File: src/rtl/accalu_pkg.sv
package accalu_pkg;
    localparam int DATA_W = 8;
    localparam int MODE_W = 3;

    // status bit positions
    localparam int FL_C = 0;
    localparam int FL_Z = 1;
    localparam int FL_V = 6;
    localparam int FL_N = 7;

    typedef enum logic [2:0] {
        OPK_OR  = 3'd0,
        OPK_AND = 3'd1,
        OPK_XOR = 3'd2,
        OPK_ADD = 3'd3,
        OPK_CMP = 3'd6,
        OPK_SUB = 3'd7
    } opk_e;

    typedef enum logic [MODE_W-1:0] {
        AM_IMM  = 3'd0,
        AM_ZP   = 3'd1,
        AM_ZPX  = 3'd2,
        AM_ABS  = 3'd3,
        AM_ABSX = 3'd4,
        AM_ABSY = 3'd5,
        AM_INDX = 3'd6,
        AM_INDY = 3'd7
    } amode_e;

    typedef struct packed {
        logic              done;
        logic              foreign;
        logic [DATA_W-1:0] acc;
        logic [DATA_W-1:0] flags;
    } res_regs_t;
endpackage

File: src/rtl/accalu_decode.sv
module accalu_decode
    import accalu_pkg::*;
(
    input  logic [7:0] opcode,
    output logic       hit,
    output opk_e       kind,
    output amode_e     mode
);
    logic [2:0] top_bits;
    logic       low_ok;
    logic       top_ok;

    assign top_bits = opcode[7:5];
    assign low_ok   = (opcode[1:0] == 2'b01);

    always_comb begin
        top_ok = 1'b1;
        kind   = OPK_OR;
        unique case (top_bits)
            3'b000: kind = OPK_OR;
            3'b001: kind = OPK_AND;
            3'b010: kind = OPK_XOR;
            3'b011: kind = OPK_ADD;
            3'b110: kind = OPK_CMP;
            3'b111: kind = OPK_SUB;
            default: top_ok = 1'b0;
        endcase
    end

    assign hit = low_ok & top_ok;

    always_comb begin
        unique case (opcode[4:2])
            3'b000: mode = AM_INDX;
            3'b001: mode = AM_ZP;
            3'b010: mode = AM_IMM;
            3'b011: mode = AM_ABS;
            3'b100: mode = AM_INDY;
            3'b101: mode = AM_ZPX;
            3'b110: mode = AM_ABSY;
            default: mode = AM_ABSX;
        endcase
    end
endmodule

File: src/rtl/accalu_adder.sv
module accalu_adder #(
    parameter int W = 8
) (
    input  logic [W-1:0] a,
    input  logic [W-1:0] b,
    input  logic         cin,
    output logic [W-1:0] sum,
    output logic         cout,
    output logic         c_msb_in
);
    logic [W:0] cy;
    assign cy[0] = cin;

    for (genvar i = 0; i < W; i++) begin : g_bit
        logic p;
        assign p        = a[i] ^ b[i];
        assign sum[i]   = p ^ cy[i];
        assign cy[i+1]  = (a[i] & b[i]) | (cy[i] & p);
    end

    assign cout     = cy[W];
    assign c_msb_in = cy[W-1];
endmodule

File: src/rtl/accalu_exec.sv
module accalu_exec
    import accalu_pkg::*;
#(
    parameter int W = DATA_W
) (
    input  opk_e         kind,
    input  logic [W-1:0] a,
    input  logic [W-1:0] m,
    input  logic         cin,
    output logic [W-1:0] res,
    output logic         c_out,
    output logic         v_out
);
    logic [W-1:0] b_sel;
    logic         c_sel;
    logic [W-1:0] sum;
    logic         cout;
    logic         c_msb;

    always_comb begin
        unique case (kind)
            OPK_ADD: begin b_sel = m;  c_sel = cin;  end
            OPK_SUB: begin b_sel = ~m; c_sel = cin;  end
            OPK_CMP: begin b_sel = ~m; c_sel = 1'b1; end
            default: begin b_sel = m;  c_sel = 1'b0; end
        endcase
    end

    accalu_adder #(.W(W)) u_add (
        .a        (a),
        .b        (b_sel),
        .cin      (c_sel),
        .sum      (sum),
        .cout     (cout),
        .c_msb_in (c_msb)
    );

    always_comb begin
        unique case (kind)
            OPK_OR:  res = a | m;
            OPK_AND: res = a & m;
            OPK_XOR: res = a ^ m;
            default: res = sum;
        endcase
    end

    assign c_out = cout;
    assign v_out = cout ^ c_msb;
endmodule

File: src/rtl/accalu_unit.sv
module accalu_unit
    import accalu_pkg::*;
(
    input  logic              clk,
    input  logic              rst_n,
    input  logic              start_i,
    input  logic [7:0]        opcode_i,
    input  logic [DATA_W-1:0] operand_i,
    input  logic [DATA_W-1:0] acc_i,
    input  logic [DATA_W-1:0] flags_i,
    output logic [MODE_W-1:0] mode_o,
    output logic              done_o,
    output logic              foreign_o,
    output logic [DATA_W-1:0] acc_o,
    output logic [DATA_W-1:0] flags_o
);
    logic         dec_hit;
    opk_e         dec_kind;
    amode_e       dec_mode;
    logic [DATA_W-1:0] ex_res;
    logic         ex_c;
    logic         ex_v;

    res_regs_t    regs_d;
    res_regs_t    regs_q;

    accalu_decode u_dec (
        .opcode (opcode_i),
        .hit    (dec_hit),
        .kind   (dec_kind),
        .mode   (dec_mode)
    );

    accalu_exec #(.W(DATA_W)) u_exec (
        .kind  (dec_kind),
        .a     (acc_i),
        .m     (operand_i),
        .cin   (flags_i[FL_C]),
        .res   (ex_res),
        .c_out (ex_c),
        .v_out (ex_v)
    );

    always_comb begin
        regs_d      = regs_q;
        regs_d.done = start_i;
        if (start_i) begin
            regs_d.flags   = flags_i;
            regs_d.acc     = acc_i;
            regs_d.foreign = ~dec_hit;
            if (dec_hit) begin
                regs_d.flags[FL_Z] = (ex_res == '0);
                regs_d.flags[FL_N] = ex_res[DATA_W-1];
                unique case (dec_kind)
                    OPK_ADD, OPK_SUB: begin
                        regs_d.acc         = ex_res;
                        regs_d.flags[FL_C] = ex_c;
                        regs_d.flags[FL_V] = ex_v;
                    end
                    OPK_CMP: begin
                        regs_d.flags[FL_C] = ex_c;
                    end
                    default: begin
                        regs_d.acc = ex_res;
                    end
                endcase
            end
        end
    end

    always_ff @(posedge clk or negedge rst_n) begin
        if (!rst_n) begin
            regs_q <= '0;
        end else begin
            regs_q <= regs_d;
        end
    end

    assign mode_o    = dec_mode;
    assign done_o    = regs_q.done;
    assign foreign_o = regs_q.foreign;
    assign acc_o     = regs_q.acc;
    assign flags_o   = regs_q.flags;
endmodule

File: config.mk
export PLATFORM = sky130hd
export DESIGN_NAME = accalu_unit
export DESIGN_NICKNAME = d
export VERILOG_FILES = /design/src/rtl/accalu_pkg.sv /design/src/rtl/accalu_decode.sv /design/src/rtl/accalu_adder.sv /design/src/rtl/accalu_exec.sv /design/src/rtl/accalu_unit.sv
export SDC_FILE = /design/constraint.sdc
export NUM_CORES = 1
export LEC_CHECK = 0
export ABC_AREA = 1
export BUFFER_PORTS_ARGS = -buffer_cell sky130_fd_sc_hd__buf_4
export CORE_ASPECT_RATIO = 1.25
export CORE_MARGIN = 2
export CORE_UTILIZATION = 57
export CTS_BUF_LIST = sky130_fd_sc_hd__clkbuf_8
export CTS_CLUSTER_DIAMETER = 120
export DETAILED_ROUTE_END_ITERATION = 16
export GPL_TIMING_DRIVEN = 0
export PLACE_DENSITY = 0.88
export SLEW_MARGIN = 20
export SYNTH_ARGS = -nofsm -noshare
export SYNTH_HDL_FRONTEND = slang
export SYNTH_SLANG_ARGS = --single-unit
File: constraint.sdc
create_clock -name clk -period 1.9 [get_ports clk]
set_clock_uncertainty 0.05 [all_clocks]
set_input_delay 0.38 -clock clk [delete_from_list [all_inputs] [get_ports clk]]
set_output_delay 0.38 -clock clk [all_outputs]
set_load 0.01 [all_outputs]
# Word level (Yosys, flattened, before mapping)
# Cells that the tools add are included.
[word_totals] ff_bits=18 out_inout_bits=21 inputBits=35 elab_cells=87
[classes] n_bitwise=47 eq_ne=17 reduce_logical=8 muxes=11
[op_table] op="case mux 8 bit (3 select lines)" n=1
[op_table] op="== test 3 bit (second input constant)" n=7
[op_table] op="case mux 3 bit (7 select lines)" n=1
[op_table] op="== test 3 x 2 -> 1 bit (second input constant)" n=6
[op_table] op="AND 1 bit" n=17
[op_table] op="XOR 1 bit" n=17
[op_table] op="two-way mux 8 bit" n=2
[op_table] op="case mux 3 bit (5 select lines)" n=1
[op_table] op="two-way mux 10 bit" n=1
[op_table] op="== test 3 x 1 -> 1 bit (second input constant)" n=3
[op_table] op="logical NOT 3 bit" n=3
[op_table] op="AND 8 bit" n=1
[op_table] op="logical NOT 8 bit" n=1
[op_table] op="NOT 8 bit" n=1
[op_table] op="OR 1 bit" n=8
[op_table] op="OR 8 bit" n=1
[op_table] op="XOR 8 bit" n=1
[op_table] op="OR reduction 6 bit" n=1
[op_table] op="OR reduction 2 bit" n=2
[op_table] op="two-way mux 1 bit" n=3
[op_table] op="OR reduction 3 bit" n=1
[op_table] op="== test 2 x 1 -> 1 bit (second input constant)" n=1
[op_table] op="two-way mux 2 bit" n=1
[op_table] op="case mux 1 bit (2 select lines)" n=1
[op_table] op="NOT 1 bit" n=1

# Logic depth before layout (Yosys ltp)
# Gate-level depths: netlist of run 1.
[depth] ltp_word=25 depth_mapped=27 ltp_nobuf=26

# Modules after synthesis
# Synthesis of run 1 repeated with hierarchy kept, for this count alone.
[hier_totals] hier_cells=261 hier_area_um2=1885.6
[by_module_without_submodules] mod="accalu_unit" seq_area_each_um2=450.4 cells_per_inst=123 instances=1 area_each_um2=925.9
[by_module_without_submodules] mod="accalu_exec" seq_area_each_um2=0.0 cells_per_inst=102 instances=1 area_each_um2=678.2
[by_module_without_submodules] mod="accalu_adder" seq_area_each_um2=0.0 cells_per_inst=18 instances=1 area_each_um2=197.7
[by_module_without_submodules] mod="accalu_decode" seq_area_each_um2=0.0 cells_per_inst=18 instances=1 area_each_um2=83.8

# Least setup slack after synthesis of run 1
# No wires, ideal clock.
[synth_path] kind="input to register" startpoint="input opcode_i[5]" endpoint="register regs_q, in the netlist flags_o[1]" path_buffers=1 arrival_ns=4.297 path_slack_ns=-2.511 path_stages=27 required_time_ns=1.785 setup_ns=0.065 path_cell_list="buf_2 > inv_1 > nand2_1 > nor2_1 > inv_1 > o21ai_0 > inv_1 > fa_1 > inv_1 > fa_1 > inv_1 > fa_1 > fa_1 > inv_1 > fa_1 > inv_1 > fa_1 > fa_1 > inv_1 > fa_1 > inv_1 > nor2_1 > nor2_1 > nand2_1 > nor2_1 > nand3_1 > nand2_1"
[synth_via] elab_chain_cells=24
[synth_lines] item="start, declared" line_no="accalu_unit.sv:7" text="input logic [7:0] opcode_i,"
[synth_lines] item="== test 3 bit, or another cell as far along" line_no="accalu_decode.sv:19" text="unique case (top_bits)"
[synth_lines] item="case mux 3 bit (5 select lines)" line_no="accalu_decode.sv:19"
[synth_lines] item="== test 3 bit" line_no="accalu_exec.sv:21" text="unique case (kind)"
[synth_lines] item="OR reduction 2 bit (no source line)"
[synth_lines] item="two-way mux 8 bit"
[synth_lines] item="XOR 1 bit" line_no="accalu_adder.sv:16" text="assign p = a[i] ^ b[i];"
[synth_lines] item="AND 1 bit" line_no="accalu_adder.sv:18" text="assign cy[i+1] = (a[i] & b[i]) | (cy[i] & p);"
[synth_lines] item="OR 1 bit" line_no="accalu_adder.sv:18"
[synth_lines] item="(+8 left out)"
[synth_lines] item="AND 1 bit" line_no="accalu_adder.sv:18"
[synth_lines] item="OR 1 bit" line_no="accalu_adder.sv:18"
[synth_lines] item="AND 1 bit" line_no="accalu_adder.sv:18"
[synth_lines] item="OR 1 bit" line_no="accalu_adder.sv:18"
[synth_lines] item="XOR 1 bit" line_no="accalu_adder.sv:17" text="assign sum[i] = p ^ cy[i];"
[synth_lines] item="case mux 8 bit (3 select lines)" line_no="accalu_exec.sv:39" text="unique case (kind)"
[synth_lines] item="logical NOT 8 bit" line_no="accalu_unit.sv:52" text="regs_d.flags[FL_Z] = (ex_res == '0);"
[synth_lines] item="two-way mux 2 bit (*)" line_no="accalu_unit.sv:51" text="if (dec_hit) begin"
[synth_lines] item="end signal, assigned" line_no="accalu_unit.sv:75" text="regs_q <= regs_d;"
[synth_lines] item="end, declared" line_no="accalu_unit.sv:25" text="res_regs_t regs_q;"
# Mark *: on every way between the ends. The rest lies on a longest branch, timed or not.
# A chain may end at the register's enable or synchronous reset.

# Worst setup path in the final report of run 1
# Ends and elaborated chain as after synthesis.

==> results.toml, run 1 <==
[critical_path]
crit_arrival_ns = 4.15
cp_max_fo = 3
path_class = "in2reg"
required_ns = 2.05
worst_path_largest_cell_delay_ns = 0.40
cp_common_cell = "fa_2"
slowest_stage = "fa_1"
reg2regPathDepth = 2
critPathCaptureType = "register"
start_kind = "primary input"

[pwr]
seqPwrFrac_pct = 34.0
swShare_pct = 34.15
powerDensity_nw_per_um2 = 543.3
leakagePower_nw = 1.279
netSwitchingPower_uw = 448.1
combPwrFrac_pct = 42.7
power.clock.fraction_pct = 23.2
p_int_uw = 863.9
peakVddDrop_uv = 516.9
power_mw = 1.312

[floorplan]
die_w_um = 53.55
ios = 56
initial_core_util_pct = 59.39
std_cell_rows = 22
fp.dieH_um = 65.94
die_area_um2 = 3530
core_region_area_um2 = 2945

[status]
status = "finished with violations"
violations = "negative setup slack"

[min_path]
hold_depth = 1
hp-class = "in2reg"

[drt]
route.detailed.wl_per_inst_um = 13.49
drt_wl_total_mm = 4.600
vias = 1842
drt.antenna.violating_nets = 0
vias_per_cell = 5.402
first_iter_violations = 57
drtPass1Iterations = 4
post-route-drc-count = 0

[job]
maxCapViolations = 0

[grt]
grt_first_pass_wirelength_mm = 7.162
grt_overflow = 0
grt_pass1_vias = 1715
antenna_found_initial = 0
grt_usage_pct = 27.68
grt_max_degree = 19

[sta]
setup_viol = 11
period_minus_slack_ns = 4.007
finalHoldWorstSlack_ns = 0.2136
fin_tns_setup_ns = -14.44
fin_crit_sh_pct = 210.9
layout_setup_ws_ns = -2.107
worstMarginPinSlew_ns = 0.4733
max_freq_ghz = 0.2496
max_slew_margin_pct = 68.45
finalMaxSlewViolations = 0
hold_viol = 0
rsz0062_at_grt = "true"

[clock_network]
clockBufferDepth = 2
numCtsBuffers = 3
cts_root_buf = "clkbuf_8"
cts.sinks = 18
clk_pin_slew_ns = 0.06
cts-htree-levels = 1
insertion_delay_ns = 0.25
cts_tree = "built"

[synthesis]
synth_top_cell_area_share_pct = 25.75
ys_seq_area_share_pct = 25.75
ys_top_cells_by_area = "dfrtp_1, nand2_1, ha_1"
syn-num-nets = 300
ys_seq_elements = 18
yosysUniqueCellTypes = 28
yosys.area.top_type = "dfrtp_1"
syn_avg_cell_area_um2 = 7.258
syn_inst = 241
synthesis.area_um2 = 1749
ys_warn_count = 0

[finish]
drive_gt1_share_pct = 31.48
fin_cells = 341
nNetsFinal = 365
diodes = 0
design_area_um2 = 2415
fillers = 193
syn_to_final_growth_pct = 38.05
postLayoutCoreUtil_pct = 81.99

[placed_design]
port-buffer-count = 54
place_congestion = 0.8909
dp_slack_ns = -2.564
placed_cell_area_um2 = 2227
place_inst = 331
dp_hpwl_mm = 3.291
-- per-layer routing --
layer,track usage (%),wire (um)
met1,30.72,1757
met2,50.31,2426
met3,2.489,277
met4,14.42,138
met5,0,0
-- cell usage in the layout (no fill, tap or decap) --
cell	netlist	final
buf_4	0	57
nand2_1	55	52
inv_1	40	34
nand3_1	19	18
dfrtp_1	18	18
ha_1	16	16
nor2_1	18	15
a21oi_1	11	9
xor2_1	8	8
inv_2	4	8
o21ai_0	11	7
o21ai_1	3	7
fa_2	0	7
nand4_1	6	6
clkbuf_1	4	4
nand3b_1	4	4
clkbuf_8	0	4
a21oi_2	1	3
buf_12	0	2
nand2_2	0	2
nand2_4	2	2
nor2_4	1	2
nor2_2	0	2
o31ai_1	2	2
buf_6	1	2
a21boi_0	1	1
nand2_8	0	1
inv_6	0	1
clkinv_8	0	1
buf_2	2	1
or2_0	1	1
or2_1	1	1
o211ai_1	1	1
nor3_1	1	1
nand3_2	0	1
a31oi_1	1	1
xnor2_1	1	1
fa_1	8	1
dlygate4sd3_1	0	1
-- registers in the layout, indices dropped and copies added (netlist names) --
signal	count
foreign_o	1
acc_o	8
done_o	1
flags_o	8
-- worst max-delay path, delay by kind of cell --
kind	cells	cell delay, ns
AOI/OAI and AO/OA	1	0.06
buffers and inverters	10	0.62
adders and majority gates	8	2.48
and+or+nand+nor	8	0.63
-- area by class of cell --
cell class	instances	area (um^2)	area share, %
multi-input combinational	172	1161	48.08
timing repair buffer	60	469.2	19.43
inverter	44	182.7	7.565
tap	36	45.04	1.865
sequential	18	450.4	18.65
clock buffer	4	55.05	2.280
buffer	7	51.30	2.124
-- timing repair --
item | in CTS | in global routing
endpoints found under the hold margin | 18 | 0
pin swaps | 9 | 7
gates resized for setup | 13 | 12
hold buffers | 1 | 0
setup endpoints to repair | 11 | 11
setup buffers | 4 | 1
-- Yosys cell counts --
cell type	number
nand2_1	55
inv_1	40
nand3_1	19
dfrtp_1	18
nor2_1	18
ha_1	16
a21oi_1	11
o21ai_0	11
fa_1	8
xor2_1	8
nand4_1	6
clkbuf_1	4
inv_2	4
nand3b_1	4
o21ai_1	3
buf_2	2
nand2_4	2
o31ai_1	2
a21boi_0	1
a21oi_2	1
a31oi_1	1
buf_6	1
nor2_4	1
nor3_1	1
o211ai_1	1
or2_0	1
or2_1	1
xnor2_1	1
-- power groups by stage --
stage          logic (mW)  registers [mW]  clock network (mW)
2_1_floorplan       0.274           0.470                   0
3_3_place_gp        0.491           0.450                   0
3_5_place_dp        0.505           0.451                   0
4_1_cts             0.537           0.446               0.310
5_1_grt             0.622           0.451               0.328
6_report            0.561           0.446               0.305
-- final timing paths --
kind	slack, ns	startpoint	to
max in group asynchronous	1.14	rst_n	flags_o[5]
worst min-delay path	0.21	start_i	done_o
min in group asynchronous	0.47	rst_n	flags_o[0]
worst max register to register	1.14	flags_o[7]	flags_o[7]
worst min register to register	0.42	flags_o[2]	flags_o[2]
worst max-delay path	-2.11	opcode_i[5]	flags_o[1]
-- cell families (layout without fill, tap and decap cells) --
family	Yosys count	count (layout)	share of synthesized area (%)
xor gates and xnor gates	9	9	4.507
adders and majority gates	24	24	20.60
DFF	18	18	25.75
buffers and inverters	51	115	11.52
and+or+nand+nor	108	108	27.90
AOI/OAI and AO/OA	31	31	9.728
No activity file was read; power rests on OpenSTA's default activity.
==> run 2: changes to the inputs <==
--- a/config.mk
+++ b/config.mk
@@ -9,7 +9,7 @@
 export BUFFER_PORTS_ARGS = -buffer_cell sky130_fd_sc_hd__buf_4
 export CORE_ASPECT_RATIO = 1.25
 export CORE_MARGIN = 2
-export CORE_UTILIZATION = 57
+export CORE_UTILIZATION = 58
 export CTS_BUF_LIST = sky130_fd_sc_hd__clkbuf_8
 export CTS_CLUSTER_DIAMETER = 120
 export DETAILED_ROUTE_END_ITERATION = 16
@@ -18,4 +18,5 @@
 export SLEW_MARGIN = 20
 export SYNTH_ARGS = -nofsm -noshare
 export SYNTH_HDL_FRONTEND = slang
+export SYNTH_HIERARCHICAL = 1
 export SYNTH_SLANG_ARGS = --single-unit
==> results.toml, run 2 <==
[synthesis]
synthFlopType = "dfrtp_1"
synthMuxAreaShare_pct = 0
ys_warn_count = 6
ys_top_cells_by_area = "dfrtp_1, nand2_1, inv_1"
yosysMostFrequentCell = "nand2_1"
yosys-top-cells-count = "nand2_1, inv_1, nand3_1, dfrtp_1, nand4_1"
ys_seq_elements = 18
syn-num-nets = 320
ys_seq_area_share_pct = 23.89
synth_edf_count = 0
syn_inst = 261
syn_avg_cell_area_um2 = 7.224
synth_xor_xnor_area_share_pct = 4.645
synth_top_cell_area_share_pct = 23.89
yosysUniqueCellTypes = 24
synthesis.area_um2 = 1886
synth_top_family_by_area = "simple AND/OR/NAND/NOR gates"
async_flop_share_pct = 100.0
synth-simple-area-share_pct = 32.85
synth-compound-area-share_pct = 2.389
yosys.area.top_type = "dfrtp_1"
yosys.area_share.adder_pct = 19.11

[clock_network]
cts-htree-levels = 1
numCtsBuffers = 3
clockBufferDepth = 2
cts_tree = "built"
insertion_delay_ns = 0.25
cts.sinks = 18
clk_pin_slew_ns = 0.06
cts_root_buf = "clkbuf_8"

[sta]
finalHoldWorstSlack_ns = 0.2017
setup_viol = 11
rsz0062_at_grt = "true"
finalMaxSlewViolations = 0
period_minus_slack_ns = 4.174
fin_crit_sh_pct = 219.7
max_slew_margin_pct = 61.68
max_freq_ghz = 0.2396
worstMarginPinSlew_ns = 0.5726
fin_tns_setup_ns = -17.16
hold_viol = 0
layout_setup_ws_ns = -2.274

[drt]
vias_per_cell = 5.269
drt.antenna.violating_nets = 0
first_iter_violations = 94
post-route-drc-count = 0
vias = 1918
route.detailed.wl_per_inst_um = 13.40
drtPass1Iterations = 4
drt_wl_total_mm = 4.878

[pwr]
power_mw = 1.357
leakagePower_nw = 1.444
power.clock.fraction_pct = 22.4
powerDensity_nw_per_um2 = 515.6
seqPwrFrac_pct = 32.7
p_int_uw = 890.2
peakVddDrop_uv = 469.7
combPwrFrac_pct = 44.9
swShare_pct = 34.42
netSwitchingPower_uw = 467.2

[critical_path]
path_class = "in2reg"
worst_path_largest_cell_delay_ns = 0.40
crit_arrival_ns = 4.30
crit_buf_inv = 7
critPathCaptureType = "register"
crit_chain = "buf_8 > inv_8 > o21a_4 > clkbuf_16 > nand3_4 > nand2_2 > fa_2 > inv_2 > fa_2 > inv_2 > fa_2 > fa_2 > fa_2 > fa_2 > inv_2 > fa_2 > inv_2 > fa_2 > nand2_1 > nand4_1 > nor2_2 > nand4_1 > o21bai_1"
r2r_slack_ns = 1.10
cp_max_fo = 2
cp_common_cell = "fa_2"
slowest_stage = "fa_2"
start_kind = "primary input"
rr_endpoint = "flags_o[1]"
reg2regPathDepth = 3
crit_family = "adder cells"
r2r_start = "flags_o[1]"
required_ns = 2.03

[finish]
drive_gt1_share_pct = 34.25
multi_input_area_um2 = 1201
fillers = 204
layout_commonest_cell = "buf_4"
diodes = 0
regArea_um2 = 450.4
final_cell_mix = "buf_4, nand2_1, inv_1, nand3_1"
nNetsFinal = 387
syn_to_final_growth_pct = 39.61

[grt]
grt_first_pass_wirelength_mm = 7.472
grt_pass1_vias = 1767
grt_max_degree = 19
antenna_found_initial = 0
grt_usage_pct = 26.84
grt_overflow = 0

[floorplan]
fp.dieH_um = 67.75
die_w_um = 55.00
initial_core_util_pct = 59.57
die_area_um2 = 3726
core_region_area_um2 = 3166
ios = 56
std_cell_rows = 23

[min_path]
hp-class = "in2reg"
min_to = "done_o"
hold_depth = 1
min_from = "start_i"

[placed_design]
dp_slack_ns = -2.591
port-buffer-count = 55
place_congestion = 0.8688
dp_hpwl_mm = 3.508

[status]
status = "finished with violations"
violations = "negative setup slack"

[job]
maxCapViolations = 0
run 2: logic make-up after synthesis:
| family | count (synthesis) |
|---|---|
| AOI/OAI and AO/OA | 8 |
| xor gates and xnor gates | 10 |
| adders and majority gates | 24 |
| buffers and inverters | 72 |
| DFF | 18 |
| and+or+nand+nor | 129 |
run 2: metal layers:
layer  vias to the layer above  global-route usage, %  part of all wire, %
met5                         -                      0                    0
met4                         0                  11.89                  3.4
met3                        18                  1.549                  7.4
met2                        99                  49.70                   54
met1                       854                  30.40                   35
li1                        947                      -                    -
run 2: worst reg2reg max path: stages (launching register included):
cell and delay (ns):
dfrtp_1 0.38, nand2_1 0.07, nand2_1 0.05, o21bai_1 0.14
run 2: worst max path at each step:
stage / from / end / slack [ns] / cells after the start
5_1_grt: opcode_i[7] / flags_o[1] / -2.42 / 23
6_report: opcode_i[7] / flags_o[1] / -2.27 / 23
3_3_place_gp: opcode_i[7] / flags_o[1] / -2.54 / 24
4_1_cts: opcode_i[7] / flags_o[1] / -2.21 / 23
3_5_place_dp: opcode_i[7] / flags_o[1] / -2.59 / 24
2_1_floorplan: opcode_i[7] / acc_o[7] / -2.18 / 23
run 2: area by class of cell:
class	instances	share of cell area, %
Buffer	8	4.515
Clock buffer	4	2.091
Sequential cell	18	17.11
Multi-Input combinational cell	171	45.63
Inverter	63	9.933
Timing Repair Buffer	63	18.96
Tap cell	37	1.759
run 2: power groups by stage:
stage                     clock, mW  combinational [mW]  sequential, mW
after floorplan                   0               0.306           0.470
after global placement            0               0.534           0.449
after detailed placement          0               0.551           0.451
after CTS                     0.311               0.582           0.444
after global routing          0.327               0.678           0.450
final                         0.304               0.610           0.444
run 2: metrics by stage:
stage | instance area [um^2] | utilization (%) | std cells
floorplan | 1967 | - | 261
detailed placement | 2426 | 76.64 | 353
global route | 2633 | 83.16 | 364
finish | 2633 | 83.16 | 364
global placement | 2426 | 76.64 | 353
CTS | 2595 | 81.98 | 363
run 2: timing repair:
item,4_1_cts,5_1_grt
setup buffers,6,1
hold buffers,1,0
gates resized for setup,11,8
endpoints found under the hold margin,18,0
endpoints found under the setup margin,12,12
pin swaps,17,8
